===== config.mk =====
export PLATFORM = sky130hd
export DESIGN_NAME = ddr_pwrup_seq
export DESIGN_NICKNAME = d
export VERILOG_FILES = /design/src/rtl/ddr_init_pkg.sv /design/src/rtl/init_timer.sv /design/src/rtl/init_cmd_reg.sv /design/src/rtl/ddr_pwrup_seq.sv
export SDC_FILE = /design/constraint.sdc
export NUM_CORES = 1
export LEC_CHECK = 0
export BUFFER_PORTS_ARGS = -buffer_cell sky130_fd_sc_hd__buf_4
export CORE_MARGIN = 2
export CORE_UTILIZATION = 40
export DETAILED_ROUTE_END_ITERATION = 16
export PLACE_DENSITY = 0.62
export SLEW_MARGIN = 15
export SYNTH_ARGS = -nofsm -noshare
export SYNTH_HDL_FRONTEND = slang
export SYNTH_SLANG_ARGS = --single-unit
export TNS_END_PERCENT = 30

===== constraint.sdc =====
create_clock -name clk -period 3.8 [get_ports clk]
set_clock_uncertainty 0.1 [all_clocks]
set_input_delay 0.19 -clock clk [delete_from_list [all_inputs] [get_ports clk]]
set_output_delay 0.19 -clock clk [all_outputs]
set_load 0.01 [all_outputs]

===== src/rtl/ddr_init_pkg.sv =====
package ddr_init_pkg;

  typedef enum logic [3:0] {
    ST_RST, ST_PWR, ST_PRE1, ST_EMRS, ST_MRSDLL,
    ST_PRE2, ST_REF, ST_MRSFIN, ST_FIN, ST_DONE
  } seq_st_t;

  typedef enum logic [1:0] {OP_NOP, OP_PREA, OP_REF, OP_LMR} op_t;

  typedef struct packed {
    logic cs_n;
    logic ras_n;
    logic cas_n;
    logic we_n;
  } pins_t;

  function automatic pins_t op_pins(op_t op);
    pins_t p;
    case (op)
      OP_PREA: p = '{cs_n: 1'b0, ras_n: 1'b0, cas_n: 1'b1, we_n: 1'b0};
      OP_REF:  p = '{cs_n: 1'b0, ras_n: 1'b0, cas_n: 1'b0, we_n: 1'b1};
      OP_LMR:  p = '{cs_n: 1'b0, ras_n: 1'b0, cas_n: 1'b0, we_n: 1'b0};
      default: p = '{cs_n: 1'b0, ras_n: 1'b1, cas_n: 1'b1, we_n: 1'b1};
    endcase
    return p;
  endfunction

endpackage


===== src/rtl/init_timer.sv =====
module init_timer #(
  parameter int W = 8
) (
  input  logic         clk,
  input  logic         rst,
  input  logic         load,
  input  logic [W-1:0] load_val,
  output logic         expired
);
  logic [W-1:0] cnt;

  always_ff @(posedge clk) begin
    if (rst)              cnt <= '0;
    else if (load)        cnt <= load_val;
    else if (cnt != '0)   cnt <= cnt - 1'b1;
  end

  assign expired = (cnt == '0);
endmodule


===== src/rtl/init_cmd_reg.sv =====
module init_cmd_reg
  import ddr_init_pkg::*;
#(
  parameter int AW = 12,
  parameter int BW = 2
) (
  input  logic          clk,
  input  logic          rst,
  input  op_t           op,
  input  logic [AW-1:0] addr_d,
  input  logic [BW-1:0] ba_d,
  input  logic          cke_d,
  input  logic          done_d,
  output logic          cke,
  output logic          cs_n,
  output logic          ras_n,
  output logic          cas_n,
  output logic          we_n,
  output logic [AW-1:0] addr,
  output logic [BW-1:0] ba,
  output logic          init_done
);
  pins_t p;
  assign p = op_pins(op);

  always_ff @(posedge clk) begin
    if (rst) begin
      cke       <= 1'b0;
      cs_n      <= 1'b0;
      ras_n     <= 1'b1;
      cas_n     <= 1'b1;
      we_n      <= 1'b1;
      addr      <= '0;
      ba        <= '0;
      init_done <= 1'b0;
    end else begin
      cke       <= cke_d;
      cs_n      <= p.cs_n;
      ras_n     <= p.ras_n;
      cas_n     <= p.cas_n;
      we_n      <= p.we_n;
      addr      <= addr_d;
      ba        <= ba_d;
      init_done <= done_d;
    end
  end
endmodule


===== src/rtl/ddr_pwrup_seq.sv =====
module ddr_pwrup_seq
  import ddr_init_pkg::*;
#(
  parameter int CLK_MHZ  = 100,
  parameter int PWR_US   = 200,
  parameter int T_RP     = 4,
  parameter int T_MRD    = 2,
  parameter int T_RFC    = 14,
  parameter int DLL_LOCK = 200,
  parameter int N_REF    = 2,
  parameter int AW       = 12,
  parameter int BW       = 2,
  parameter int AP_BIT   = 8
) (
  input  logic          clk,
  input  logic          rst,
  input  logic [2:0]    burst_len,
  input  logic          burst_interleave,
  input  logic [2:0]    cas_lat,
  input  logic [1:0]    drive_sel,
  output logic          cke,
  output logic          cs_n,
  output logic          ras_n,
  output logic          cas_n,
  output logic          we_n,
  output logic [AW-1:0] addr,
  output logic [BW-1:0] ba,
  output logic          init_done
);
  localparam int PWR_CYC = CLK_MHZ * PWR_US;
  localparam int TW      = $clog2(PWR_CYC + T_RP + T_MRD + T_RFC + 1);
  localparam int LW      = $clog2(DLL_LOCK + 1);
  localparam int REFW    = $clog2(N_REF + 1);
  localparam int DLL_BIT = 8;

  seq_st_t         state, st_nx;
  logic [REFW-1:0] ref_cnt, ref_nx;
  op_t             op;
  logic [AW-1:0]   a_d;
  logic [BW-1:0]   b_d;
  logic            cke_d, done_d;
  logic            ld, lk_ld, gap_ok, lock_ok;
  logic [TW-1:0]   ldv;

  function automatic logic [AW-1:0] mode_word(logic dll_rst);
    logic [AW-1:0] w;
    w          = '0;
    w[2:0]     = burst_len;
    w[3]       = burst_interleave;
    w[6:4]     = cas_lat;
    w[DLL_BIT] = dll_rst;
    return w;
  endfunction

  init_timer #(.W(TW)) u_gap (
    .clk(clk), .rst(rst), .load(ld), .load_val(ldv), .expired(gap_ok)
  );

  init_timer #(.W(LW)) u_lock (
    .clk(clk), .rst(rst), .load(lk_ld), .load_val(LW'(DLL_LOCK - 1)),
    .expired(lock_ok)
  );

  always_comb begin
    st_nx  = state;
    ref_nx = ref_cnt;
    op     = OP_NOP;
    a_d    = '0;
    b_d    = '0;
    cke_d  = 1'b1;
    done_d = 1'b0;
    ld     = 1'b0;
    ldv    = '0;
    lk_ld  = 1'b0;
    case (state)
      ST_RST: begin
        cke_d = 1'b0;
        ld    = 1'b1;
        ldv   = TW'(PWR_CYC - 1);
        st_nx = ST_PWR;
      end
      ST_PWR: begin
        cke_d = gap_ok;
        if (gap_ok) begin
          ld    = 1'b1;
          st_nx = ST_PRE1;
        end
      end
      ST_PRE1, ST_PRE2: begin
        if (gap_ok) begin
          op          = OP_PREA;
          a_d[AP_BIT] = 1'b1;
          ld          = 1'b1;
          ldv         = TW'(T_RP - 1);
          ref_nx      = '0;
          st_nx       = (state == ST_PRE1) ? ST_EMRS : ST_REF;
        end
      end
      ST_EMRS: begin
        if (gap_ok) begin
          op     = OP_LMR;
          b_d    = BW'(1);
          a_d[1] = drive_sel[0];
          a_d[6] = drive_sel[1];
          ld     = 1'b1;
          ldv    = TW'(T_MRD - 1);
          st_nx  = ST_MRSDLL;
        end
      end
      ST_MRSDLL: begin
        if (gap_ok) begin
          op    = OP_LMR;
          a_d   = mode_word(1'b1);
          ld    = 1'b1;
          ldv   = TW'(T_MRD - 1);
          lk_ld = 1'b1;
          st_nx = ST_PRE2;
        end
      end
      ST_REF: begin
        if (gap_ok) begin
          op     = OP_REF;
          ld     = 1'b1;
          ldv    = TW'(T_RFC - 1);
          ref_nx = ref_cnt + 1'b1;
          if (ref_cnt == REFW'(N_REF - 1)) st_nx = ST_MRSFIN;
        end
      end
      ST_MRSFIN: begin
        if (gap_ok) begin
          op    = OP_LMR;
          a_d   = mode_word(1'b0);
          ld    = 1'b1;
          ldv   = TW'(T_MRD - 1);
          st_nx = ST_FIN;
        end
      end
      ST_FIN: begin
        if (gap_ok && lock_ok) begin
          done_d = 1'b1;
          st_nx  = ST_DONE;
        end
      end
      ST_DONE: done_d = 1'b1;
      default: st_nx = ST_RST;
    endcase
  end

  always_ff @(posedge clk) begin
    if (rst) begin
      state   <= ST_RST;
      ref_cnt <= '0;
    end else begin
      state   <= st_nx;
      ref_cnt <= ref_nx;
    end
  end

  init_cmd_reg #(.AW(AW), .BW(BW)) u_out (
    .clk(clk), .rst(rst), .op(op), .addr_d(a_d), .ba_d(b_d),
    .cke_d(cke_d), .done_d(done_d),
    .cke(cke), .cs_n(cs_n), .ras_n(ras_n), .cas_n(cas_n), .we_n(we_n),
    .addr(addr), .ba(ba), .init_done(init_done)
  );
endmodule


==> impl_results.md <==
- Sequential cell area: 861 µm²
- Setup Fix Bufs, Post-CTS: 0
- Mapped cell area: 2050 µm²
- Core ar.: roughly 5000 µm²
- # setup viols final: 0
- Slew @ Worst Pin: 0.864 ns
- Shortest period the worst path allows: 2.16 ns
- Max IR drop VDD: ~0.24 mV
- EDFF count, synth: 0
- Pins over their slew limit: 0
- Reg clk slew, reported paths: 0.08 ns
- Antenna viol nets, final: 0
- Residual DRC: 0
- CP Data Required Time: roughly 3.9 ns
- Worst setup SP type: flip-flop
- Initial drt markers: 117
- Full die area: 5730 µm²
- Worst-path maximum fanout: 16
- Sequential-to-total area share from yosys stat: 41.9%
- Crit path largest cell delay: 0.67 ns
- IO buf count: 24
- Area of the multi-input gates: roughly 1100 µm²
- Routability-driven placement congestion ratio: 0.791
- Comb pwr share: 22.2%
- CP max-delay cell: nor3_1
- Pint: 882 µW
- Slew headroom: 42.0%
- Crit path max-delay family: simple AND/OR/NAND/NOR gates
- DR pass1 iterations: 4
- Final WL: 4.05 mm
- Mean Syn Cell Area: 8.67 µm²
- Hold Buf Count CTS: 5
- Final period util: 56.8%
- Net Sw Frac: 27.1%
- Static Leak: 0.910 nW
- Total GRT Usage: about 15%
- Die Span X: 75.7 µm
- Tot Pwr: 1.21 mW
- Antenna diode count: 0
- Area grow syn2layout: 17.5%
- Fmax: ~0.46 GHz
- FF-to-FF Start: state[0]
- Mapped Cells: 237
- Avg WL per Cell: 12.2 µm
- Max_cap viols: 0
- Critical path launch point: state[0]
- WS Path Type: reg -> reg
- Share of cells above drive strength 1: 17.2%
- Initial antenna violation count: 0
- Post_cts resized: 0
- IO Pins: 31
- Asr flop ratio synth: 0%
- Share of total power in the clock network: 33.9%
- First-pass GRT wire length: ~6.5 mm
- Flop pwr share: 43.9%
- Status: finished, final reports clean
- Worst min-delay path class: in -> reg
- WP data arrival: between 2 and 2.5 ns
- Critical path cell sequence: or2_2 -> nor3_1 -> nor2_1 -> o21ai_1 -> nor2_1
- Cell row count: 26
- Unrepaired setup endpoints after global routing: no
- Synth warnings: 0
- Sink Count: 43
- Crit end category: flip-flop
- Synth unique cells: 50
- CP most frequent cell: nor2_1
- Worst-skew pair later-pin latency: 0.29 ns
- Via count of the routed design: 1,700
- Hold_sp: cas_lat[2]
- Clk root buf: clkbuf_8
- CTS Buf Count: 5
- Hold Vio Cnt, Final: 0
- CTS tree: yes
- Vias per inst: 5.14
- Grt total ovfl: 0
- Nets@finish: 274
- Crit path buf inv count: 0
- Post-DP HPWL: 2.85 mm
- Number of synthesized register bits: 43
- Initial core utilization: 40.7%
- Vias in the first global route: 1,492
- Max clock buf depth: 2
- Setup TNS: 0 ns
- Die height: ~76 µm
- Htree depth: 2
- Power Density: 501 nW/µm²
- Synth Flop Type: dfxtp_1
- Sw Pwr: 328 µW
- Largest net degree at the start of global routing: 30
- Fin util: 47.9%
- Fill cells: 480
-- worst paths after layout --
| check | to | slack [ns] | cells past startpoint |
|---|---|---|---|
| max | u_gap.cnt[8] | 1.64 | 5 |
| min | u_out.addr[6] | 0.07 | 3 |
| max reg2reg | u_gap.cnt[8] | 1.64 | 5 |
| min reg2reg | u_lock.cnt[3] | 0.37 | 2 |
-- power by group through the flow --
stage	clock network, mW	registers [mW]	logic (mW)
after floorplan	0	0.532	0.231
after global placement	0	0.541	0.265
after detailed placement	0	0.542	0.264
after CTS	0.421	0.531	0.269
after global routing	0.440	0.537	0.308
final	0.410	0.530	0.269
-- cell usage after synthesis (2+ instances only) --
cell | n | area (µm²)
or3b_2 | 2 | 17.5
xnor2_1 | 7 | 61.3
buf_6 | 2 | 22.5
or4_1 | 2 | 15.0
nor4_2 | 2 | 25.0
a31oi_1 | 7 | 43.8
or2_2 | 2 | 12.5
nand3b_1 | 2 | 15.0
nand2_1 | 11 | 41.3
nor2b_1 | 4 | 25.0
o211ai_1 | 2 | 15.0
clkbuf_1 | 8 | 30.0
o31ai_1 | 3 | 22.5
and3_1 | 3 | 18.8
nand4_1 | 4 | 25.0
buf_4 | 7 | 52.6
nor3_1 | 8 | 40.0
a21oi_1 | 26 | 130
nor4_1 | 2 | 12.5
nand3_1 | 5 | 25.0
dfxtp_1 | 43 | 861
ha_1 | 3 | 37.5
nor2_1 | 27 | 101
a211oi_1 | 2 | 15.0
mux2i_1 | 2 | 20.0
xor2_1 | 6 | 52.6
or3_1 | 2 | 12.5
and2_1 | 7 | 43.8
nand2b_1 | 3 | 18.8
o21ai_0 | 3 | 15.0
a311oi_1 | 2 | 17.5
inv_1 | 9 | 33.8
o41ai_1 | 2 | 17.5
-- metrics by stage --
stage                     setup WS, ns  std cells  cell area, µm²  hold WS (ns)
after floorplan                   1.96        242            2070         0.212
after global placement            1.66        318            2230         0.294
after detailed placement          1.63        318            2230         0.296
after CTS                         1.62        331            2410        0.0762
after global routing              1.41        331            2410        0.0660
final                             1.64        331            2410        0.0656
-- cell usage in the layout, fill, tap and decap left out, types with 4 or more instances in the layout --
| cell | synthesis | layout |
|---|---|---|
| conb_1 | 1 | 6 |
| xor2_1 | 6 | 6 |
| nand4_1 | 4 | 4 |
| nor2_1 | 27 | 27 |
| and2_1 | 7 | 7 |
| buf_4 | 7 | 24 |
| nand2_1 | 11 | 11 |
| a31oi_1 | 7 | 7 |
| a21oi_1 | 26 | 26 |
| xnor2_1 | 7 | 7 |
| inv_1 | 9 | 9 |
| nor3_1 | 8 | 8 |
| dlygate4sd3_1 | 0 | 5 |
| clkbuf_8 | 0 | 5 |
| nor2b_1 | 4 | 4 |
| dfxtp_1 | 43 | 43 |
| nand3_1 | 5 | 5 |
-- worst reg2reg max path, cell delays in order, from the launching register on --
cell     delay (ns)
dfxtp_1        0.45
or2_2          0.38
nor3_1         0.67
nor2_1         0.11
o21ai_1        0.23
nor2_1         0.09
-- routing by layer --
metal  share of wire, %  routed length, µm  vias to the layer above  global-route usage (%)
li1                   -                  -                      873                       -
met1                 48               1950                      780                    17.9
met2                 45               1840                       41                    24.9
met3                4.7                191                        6                    4.23
met4                1.6                 65                        0                    6.63
met5                  0                  0                        -                       0
-- sequential cells by signal, summed over array words and instances, names as in the netlist --
signal / count
u_out.ba: 1
u_out.we_n: 1
u_out.cke: 1
state: 4
u_lock.cnt: 8
u_gap.cnt: 15
u_out.cas_n: 1
ref_cnt: 2
u_out.ras_n: 1
u_out.init_done: 1
u_out.addr: 8
-- kinds of logic (layout without fill, tap and decap cells) --
| family | Yosys count | after routing | share of synthesized area, % |
|---|---|---|---|
| AOI/OAI and AO/OA | 54 | 54 | 16.1 |
| and+or+nand+nor | 93 | 93 | 25.9 |
| other | 1 | 6 | 0.183 |
| DFF | 43 | 43 | 41.9 |
| xor gates and xnor gates | 13 | 13 | 5.54 |
| muxes | 3 | 3 | 1.52 |
| adders and majority gates | 3 | 3 | 1.83 |
| buffers and inverters | 27 | 46 | 7.00 |
-- final cells by class --
type | instances | share of cell area (%)
clock buffer | 6 | 3.01
clock inverter | 2 | 2.49
inverter | 9 | 1.40
multi-input combinational | 172 | 44.3
sequential | 43 | 35.7
tap | 70 | 3.63
timing repair buffer | 29 | 9.54
Note: power is estimated with default switching activity, not from simulation.
